<file path="config.mk">
export PLATFORM = sky130hd
export DESIGN_NAME = uart_cmd_host
export DESIGN_NICKNAME = d
export VERILOG_FILES = /design/src/rtl/uart_cmd_pkg.sv /design/src/rtl/uart_baud_gen.sv /design/src/rtl/uart_tx.sv /design/src/rtl/uart_rx.sv /design/src/rtl/uart_rx_fifo.sv /design/src/rtl/uart_cmd_host.sv
export SDC_FILE = /design/constraint.sdc
export NUM_CORES = 1
export LEC_CHECK = 0
export BUFFER_PORTS_ARGS = -buffer_cell sky130_fd_sc_hd__buf_4
export CORE_MARGIN = 1
export CORE_UTILIZATION = 55
export CTS_BUF_LIST = sky130_fd_sc_hd__clkbuf_4 sky130_fd_sc_hd__clkbuf_8
export CTS_CLUSTER_SIZE = 16
export DETAILED_ROUTE_END_ITERATION = 8
export PLACE_DENSITY_LB_ADDON = 0.15
export SYNTH_ARGS = -nofsm -noshare
export SYNTH_HDL_FRONTEND = slang
export SYNTH_HIERARCHICAL = 1
export SYNTH_SLANG_ARGS = --single-unit
</file>
<file path="constraint.sdc">
create_clock -name clk -period 5 [get_ports clk]
set_clock_uncertainty 0.05 [all_clocks]
set_input_delay 1 -clock clk [delete_from_list [all_inputs] [get_ports clk]]
set_output_delay 1 -clock clk [all_outputs]
set_load 0.1 [all_outputs]
</file>
<file path="src/rtl/uart_cmd_pkg.sv">
package uart_cmd_pkg;

  localparam logic [2:0] A_DATA = 3'd0;
  localparam logic [2:0] A_STAT = 3'd1;
  localparam logic [2:0] A_DIVL = 3'd2;
  localparam logic [2:0] A_DIVH = 3'd3;
  localparam logic [2:0] A_CNT  = 3'd4;

  typedef struct packed {
    logic       bad;
    logic       is_reg;
    logic       is_wr;
    logic [2:0] addr;
  } cmd_t;

  typedef enum logic [1:0] {RX_IDLE, RX_START, RX_DATA, RX_STOP} rx_state_t;

  function automatic cmd_t decode_cmd(input logic [7:0] c);
    cmd_t d;
    d.bad    = |c[7:5];
    d.is_reg = c[4];
    d.is_wr  = c[3];
    d.addr   = c[2:0];
    return d;
  endfunction

endpackage

</file>
<file path="src/rtl/uart_baud_gen.sv">
module uart_baud_gen #(
  parameter int DIV_W = 16
) (
  input  logic             clk,
  input  logic             rst,
  input  logic [DIV_W-1:0] div,
  output logic             tick
);
  logic [DIV_W-1:0] cnt;

  always_ff @(posedge clk) begin
    if (rst) begin
      cnt  <= '0;
      tick <= 1'b0;
    end else if (cnt == '0) begin
      cnt  <= div;
      tick <= 1'b1;
    end else begin
      cnt  <= cnt - 1'b1;
      tick <= 1'b0;
    end
  end
endmodule

</file>
<file path="src/rtl/uart_tx.sv">
module uart_tx #(
  parameter int OVS = 16,
  parameter int W   = 8
) (
  input  logic         clk,
  input  logic         rst,
  input  logic         tick,
  input  logic         load,
  input  logic [W-1:0] din,
  output logic         txd,
  output logic         busy
);
  localparam int OW = $clog2(OVS);
  localparam int FW = W + 2;
  localparam int BW = $clog2(FW);

  logic [FW-1:0] frame;
  logic [OW-1:0] ocnt;
  logic [BW-1:0] bitn;

  always_ff @(posedge clk) begin
    if (rst) begin
      frame <= '1;
      ocnt  <= '0;
      bitn  <= '0;
      txd   <= 1'b1;
      busy  <= 1'b0;
    end else if (!busy) begin
      if (load) begin
        frame <= {1'b1, din, 1'b0};
        txd   <= 1'b0;
        busy  <= 1'b1;
        ocnt  <= '0;
        bitn  <= '0;
      end
    end else if (tick) begin
      if (ocnt == OW'(OVS - 1)) begin
        ocnt <= '0;
        if (bitn == BW'(FW - 1)) begin
          busy <= 1'b0;
          txd  <= 1'b1;
        end else begin
          bitn  <= bitn + 1'b1;
          frame <= {1'b1, frame[FW-1:1]};
          txd   <= frame[1];
        end
      end else begin
        ocnt <= ocnt + 1'b1;
      end
    end
  end
endmodule

</file>
<file path="src/rtl/uart_rx.sv">
module uart_rx
  import uart_cmd_pkg::*;
#(
  parameter int OVS = 16,
  parameter int W   = 8
) (
  input  logic         clk,
  input  logic         rst,
  input  logic         tick,
  input  logic         rxd,
  output logic         done,
  output logic [W-1:0] data,
  output logic         ferr
);
  localparam int OW = $clog2(OVS);
  localparam int BW = $clog2(W);

  logic          s1, s2;
  rx_state_t     st;
  logic [OW-1:0] ocnt;
  logic [BW-1:0] bitn;
  logic [W-1:0]  sh;

  always_ff @(posedge clk) begin
    if (rst) begin
      s1 <= 1'b1;
      s2 <= 1'b1;
    end else begin
      s1 <= rxd;
      s2 <= s1;
    end
  end

  always_ff @(posedge clk) begin
    if (rst) begin
      st   <= RX_IDLE;
      ocnt <= '0;
      bitn <= '0;
      sh   <= '0;
      done <= 1'b0;
      data <= '0;
      ferr <= 1'b0;
    end else begin
      done <= 1'b0;
      if (tick) begin
        case (st)
          RX_IDLE: if (!s2) begin
            st   <= RX_START;
            ocnt <= '0;
          end
          RX_START: if (ocnt == OW'(OVS / 2 - 1)) begin
            ocnt <= '0;
            bitn <= '0;
            st   <= s2 ? RX_IDLE : RX_DATA;
          end else ocnt <= ocnt + 1'b1;
          RX_DATA: if (ocnt == OW'(OVS - 1)) begin
            ocnt <= '0;
            sh   <= {s2, sh[W-1:1]};
            if (bitn == BW'(W - 1)) st <= RX_STOP;
            else bitn <= bitn + 1'b1;
          end else ocnt <= ocnt + 1'b1;
          default: if (ocnt == OW'(OVS - 1)) begin
            ocnt <= '0;
            done <= 1'b1;
            data <= sh;
            ferr <= !s2;
            st   <= RX_IDLE;
          end else ocnt <= ocnt + 1'b1;
        endcase
      end
    end
  end
endmodule

</file>
<file path="src/rtl/uart_rx_fifo.sv">
module uart_rx_fifo #(
  parameter int W     = 8,
  parameter int DEPTH = 3
) (
  input  logic                       clk,
  input  logic                       rst,
  input  logic                       push,
  input  logic [W-1:0]               din,
  input  logic                       pop,
  output logic [W-1:0]               dout,
  output logic [$clog2(DEPTH+1)-1:0] count,
  output logic                       full,
  output logic                       empty
);
  localparam int AW = (DEPTH > 1) ? $clog2(DEPTH) : 1;
  localparam int CW = $clog2(DEPTH + 1);

  logic [W-1:0]  mem [DEPTH];
  logic [AW-1:0] wp, rp;
  logic          do_push, do_pop;

  assign full    = (count == CW'(DEPTH));
  assign empty   = (count == '0);
  assign do_push = push && !full;
  assign do_pop  = pop && !empty;
  assign dout    = mem[rp];

  always_ff @(posedge clk) begin
    if (do_push) mem[wp] <= din;
  end

  always_ff @(posedge clk) begin
    if (rst) begin
      wp    <= '0;
      rp    <= '0;
      count <= '0;
    end else begin
      if (do_push) wp <= (wp == AW'(DEPTH - 1)) ? '0 : wp + 1'b1;
      if (do_pop)  rp <= (rp == AW'(DEPTH - 1)) ? '0 : rp + 1'b1;
      case ({do_push, do_pop})
        2'b10:   count <= count + 1'b1;
        2'b01:   count <= count - 1'b1;
        default: count <= count;
      endcase
    end
  end
endmodule

</file>
<file path="src/rtl/uart_cmd_host.sv">
module uart_cmd_host
  import uart_cmd_pkg::*;
#(
  parameter int DIV_W     = 16,
  parameter int DIV_RESET = 26,
  parameter int OVS       = 16,
  parameter int RX_DEPTH  = 3
) (
  input  logic       clk,
  input  logic       rst,
  input  logic       host_valid,
  input  logic [7:0] host_cmd,
  input  logic [7:0] host_wdata,
  output logic [7:0] host_rdata,
  output logic       host_rvalid,
  output logic       txd,
  input  logic       rxd
);
  localparam int CW = $clog2(RX_DEPTH + 1);

  cmd_t             cmd;
  logic             cmd_ok, q_wr, q_rd, r_wr;
  logic [DIV_W-1:0] div_q;
  logic             tick;
  logic [7:0]       shared_q;
  logic             tx_pend, tx_busy, tx_load;
  logic             rx_done, rx_ferr;
  logic [7:0]       rx_data;
  logic [7:0]       fifo_dout;
  logic [CW-1:0]    fifo_cnt;
  logic             fifo_full, fifo_empty, fifo_pop;
  logic             ovr_q, ferr_q, cerr_q;
  logic [7:0]       status;

  assign cmd      = decode_cmd(host_cmd);
  assign cmd_ok   = host_valid && !cmd.bad;
  assign q_wr     = cmd_ok && !cmd.is_reg && cmd.is_wr;
  assign q_rd     = cmd_ok && !cmd.is_reg && !cmd.is_wr;
  assign r_wr     = cmd_ok && cmd.is_reg && cmd.is_wr;
  assign fifo_pop = q_rd && !fifo_empty;
  assign tx_load  = tx_pend && !tx_busy;
  assign status   = {3'b000, cerr_q, ferr_q, ovr_q, !fifo_empty, tx_pend | tx_busy};

  uart_baud_gen #(.DIV_W(DIV_W)) u_baud (
    .clk(clk), .rst(rst), .div(div_q), .tick(tick)
  );

  uart_tx #(.OVS(OVS), .W(8)) u_tx (
    .clk(clk), .rst(rst), .tick(tick), .load(tx_load), .din(shared_q),
    .txd(txd), .busy(tx_busy)
  );

  uart_rx #(.OVS(OVS), .W(8)) u_rx (
    .clk(clk), .rst(rst), .tick(tick), .rxd(rxd),
    .done(rx_done), .data(rx_data), .ferr(rx_ferr)
  );

  uart_rx_fifo #(.W(8), .DEPTH(RX_DEPTH)) u_fifo (
    .clk(clk), .rst(rst), .push(rx_done), .din(rx_data), .pop(fifo_pop),
    .dout(fifo_dout), .count(fifo_cnt), .full(fifo_full), .empty(fifo_empty)
  );

  // shared data register: host write wins over a same-cycle reception
  always_ff @(posedge clk) begin
    if (rst) shared_q <= '0;
    else if (q_wr || (r_wr && cmd.addr == A_DATA)) shared_q <= host_wdata;
    else if (rx_done) shared_q <= rx_data;
  end

  always_ff @(posedge clk) begin
    if (rst) tx_pend <= 1'b0;
    else if (q_wr) tx_pend <= 1'b1;
    else if (tx_load) tx_pend <= 1'b0;
  end

  always_ff @(posedge clk) begin
    if (rst) div_q <= DIV_W'(DIV_RESET);
    else if (r_wr && cmd.addr == A_DIVL) div_q[7:0] <= host_wdata;
    else if (r_wr && cmd.addr == A_DIVH) div_q[DIV_W-1:8] <= host_wdata[DIV_W-9:0];
  end

  // sticky flags: a new event wins over a clear in the same cycle
  always_ff @(posedge clk) begin
    if (rst) begin
      ovr_q  <= 1'b0;
      ferr_q <= 1'b0;
      cerr_q <= 1'b0;
    end else begin
      if (rx_done && fifo_full) ovr_q <= 1'b1;
      else if (r_wr && cmd.addr == A_STAT && host_wdata[2]) ovr_q <= 1'b0;
      if (rx_done && rx_ferr) ferr_q <= 1'b1;
      else if (r_wr && cmd.addr == A_STAT && host_wdata[3]) ferr_q <= 1'b0;
      if (host_valid && cmd.bad) cerr_q <= 1'b1;
      else if (r_wr && cmd.addr == A_STAT && host_wdata[4]) cerr_q <= 1'b0;
    end
  end

  always_ff @(posedge clk) begin
    if (rst) begin
      host_rdata  <= '0;
      host_rvalid <= 1'b0;
    end else begin
      host_rvalid <= cmd_ok && !cmd.is_wr;
      if (q_rd) host_rdata <= fifo_empty ? 8'h00 : fifo_dout;
      else if (cmd_ok && cmd.is_reg && !cmd.is_wr) begin
        case (cmd.addr)
          A_DATA:  host_rdata <= shared_q;
          A_STAT:  host_rdata <= status;
          A_DIVL:  host_rdata <= div_q[7:0];
          A_DIVH:  host_rdata <= 8'(div_q[DIV_W-1:8]);
          A_CNT:   host_rdata <= 8'(fifo_cnt);
          default: host_rdata <= 8'h00;
        endcase
      end
    end
  end
endmodule

</file>
==> results.json <==
{
  "outcome": "finished, final reports clean",
  "clock_path_buffers": 2,
  "rsz0062_at_grt": "false",
  "antenna_found_initial": 0,
  "report.final.hold_viol_count": 0,
  "synth.area.top_cells": "sky130_fd_sc_hd__dfxtp_1 35%, sky130_fd_sc_hd__edfxtp_1 12%, sky130_fd_sc_hd__mux2i_1 8.0%",
  "wl_per_cell_um": 16.56,
  "route.detailed.drc": 0,
  "tritoncts_num_sinks": 133,
  "cts.reportedPaths.clkPinSlew_ps": 70,
  "setup_tns_ps": 0,
  "htreeDepth": 4,
  "synth_cell_type_count": 80,
  "design.die.area_sq_um": 11800,
  "synth_top_area_share": 0.3491,
  "num_antenna_cells": 0,
  "floorplan.die.width_um": 108.6,
  "coreArea_sq_um": 10940,
  "p_leak_nw": 2.709,
  "port-buffer-count": 29,
  "cts_buffers": 17,
  "synth_top_area_cell": "sky130_fd_sc_hd__dfxtp_1",
  "worst_slew_margin_rel": 0.1158,
  "final_cell_mix": "109 x sky130_fd_sc_hd__dfxtp_1, 75 x sky130_fd_sc_hd__nor2_1, 50 x sky130_fd_sc_hd__mux2i_1",
  "async_flop_share": 0,
  "postSynthCellCount": 615,
  "timing.critical_path.fanout_max": 8,
  "dp.final_hpwl_um": 8984,
  "numPlacedInstances": 749,
  "post-route-min-period_ps": 2690,
  "ys_ff_latch": 133,
  "synth_edf_count": 24,
  "area_of_the_multi_input_gates_sq_um": 3085,
  "synthesis.nets": 648,
  "seq_area_frac_synth": 0.4644,
  "grt-ovfl-total": 0,
  "leading_cell_type_in_the_layout_fill_and_taps_excluded": "sky130_fd_sc_hd__dfxtp_1",
  "worstHoldPathType": "reg -> reg",
  "cts_root_buf": "sky130_fd_sc_hd__clkbuf_8",
  "synth_area_per_cell_sq_um": 10.16,
  "path_class": "in -> reg",
  "latest_clock_arrival_within_the_worst_skew_pair_ps": 460,
  "layout-drive-gt1-share": 0.1625,
  "place.gp.congestion": 0.8195,
  "critical_path_arrival_ps": 3030,
  "clock.fmax_ghz": 0.3717,
  "initial_utilization": 0.5716,
  "layout.filler_cells": 917,
  "via_count": 4606,
  "count_of_final_max_slew_check_failures": 0,
  "cellPowerDensity_nw_per_um2": 391.9,
  "drv_cap": 0,
  "stdcell_count": 780,
  "num_io_pins": 30,
  "setup-violations-final": 0,
  "drt_iter0_drc": 320,
  "seqCellArea_sq_um": 2903,
  "post_synthesis_cell_area_sq_um": 6251,
  "syn2layout_area_growth_pct": 10.57,
  "cts_hold_repair.buffers": 0,
  "dieHeight_um": 108.6,
  "grt_first_pass_wirelength_um": 21110,
  "critical_path_required_ps": 5340,
  "drt.antenna.violating_nets": 0,
  "final.period_utilization": 0.5380,
  "clock_tree_from_tritoncts": "done",
  "grt_max_degree": 99,
  "total_routing_resource_utilization_after_global_routing": 0.2372,
  "postRouteWirelength_um": 12910,
  "cts_setup_buffers": 0,
  "worstSetupStartpointType": "input pin",
  "top_reg_cell_synth": "sky130_fd_sc_hd__dfxtp_1",
  "firstDrtPassIters": 5,
  "timing_worst_slew_pin_value_ps": 1323,
  "number_of_global_route_vias_before_repair": 4298,
  "post_cts.resized_instances": 0,
  "detail_route.vias_per_cell": 5.905,
  "worstSetupEndpointType": "register",
  "ys_warn_count": 6,
  "vdd.ir_drop.worst_mv": 0.2626,
  "std_cell_rows": 38,
  "final_net_count": 661
}
synth_stat cells (all sizes together) (3+ instances only):
library cell / count
dfxtp: 109
nor2: 76
mux2i: 50
nor3: 38
a211oi: 34
a21oi: 31
edfxtp: 24
nand2: 23
buf: 20
clkbuf: 17
o21ai: 17
ha: 13
inv: 12
nand3: 12
nor2b: 11
nand2b: 10
nand4: 9
xor2: 9
mux2: 7
a221oi: 6
nor3b: 6
nor4: 6
a311oi: 5
and2: 5
o31ai: 5
or2: 4
or3: 4
xnor2: 4
a21bo: 3
a21o: 3
a22o: 3
and3: 3
mux4: 3
nor4b: 3
path summary, 6_finish.rpt:
kind                      to        start  slack [ps]  cells past startpoint
max reg2reg     u_tx/bitn[0]    u_tx/busy        2470                      4
min reg2reg          u_rx/s2      u_rx/s1         370                      1
min                  u_rx/s2      u_rx/s1         370                      1
max          u_fifo/count[1]  host_cmd[6]        2310                      9
layer usage:
layer	global-route usage	wire length, um
met1	0.3189	6060
met3	0.06635	623
met5	0	0
met2	0.3698	6079
met4	0.07529	150
registers in the layout, indices dropped and copies added (netlist names), 3 cells and up, named ones only:
name	flops
u_fifo/mem	24
div_q	16
u_baud/cnt	16
host_rdata	8
shared_q	8
u_rx/data	8
u_rx/sh	8
u_tx/frame	8
u_rx/ocnt	4
u_tx/bitn	4
u_tx/ocnt	4
u_rx/bitn	3
where the power goes:
group	internal, mW	switching (mW)
Clock	0.646	0.417
Sequential	1.13	0.0638
Combinational	0.179	0.269
Total	1.96	0.750
critical path: stages:
cell and delay [ps]:
sky130_fd_sc_hd__buf_4 120, sky130_fd_sc_hd__nor4b_4 470, sky130_fd_sc_hd__nand2b_1 280, sky130_fd_sc_hd__nor3_1 230
sky130_fd_sc_hd__o21ai_2 110, sky130_fd_sc_hd__inv_1 70, sky130_fd_sc_hd__ha_1 250, sky130_fd_sc_hd__or3_1 350
sky130_fd_sc_hd__a21oi_1 140
cell families after synthesis:
kind of cell / count (synthesis) / share of synthesized area
compound gates: 125 / 0.1501
xor+xnor: 13 / 0.01942
fa+ha+maj: 13 / 0.02602
buf+inv: 49 / 0.04203
flops: 133 / 0.4644
mux: 60 / 0.1047
simple gates: 222 / 0.1934
area by class of cell:
cell class / count / share of cell area
multi-input combinational: 433 / 0.4464
sequential: 133 / 0.4200
clock buffer: 18 / 0.03494
timing repair buffer: 31 / 0.03367
clock inverter: 13 / 0.03313
tap: 140 / 0.02534
inverter: 12 / 0.006517
stage by stage:
step / total power, mW / util / worst slack, ps / cell area (sq um) / hold WS [ps]
2_1_floorplan: 1.577 / - / 2194 / 6251 / 339.5
3_3_place_gp: 1.653 / 0.5890 / 1918 / 6441 / 347.1
3_5_place_dp: 1.660 / 0.5890 / 1871 / 6441 / 349.3
4_1_cts: 2.724 / 0.6320 / 2360 / 6912 / 367.2
5_1_grt: 2.819 / 0.6320 / 2226 / 6912 / 381.0
6_report: 2.709 / 0.6320 / 2310 / 6912 / 370.5
Note: power is estimated with default switching activity, not from simulation.
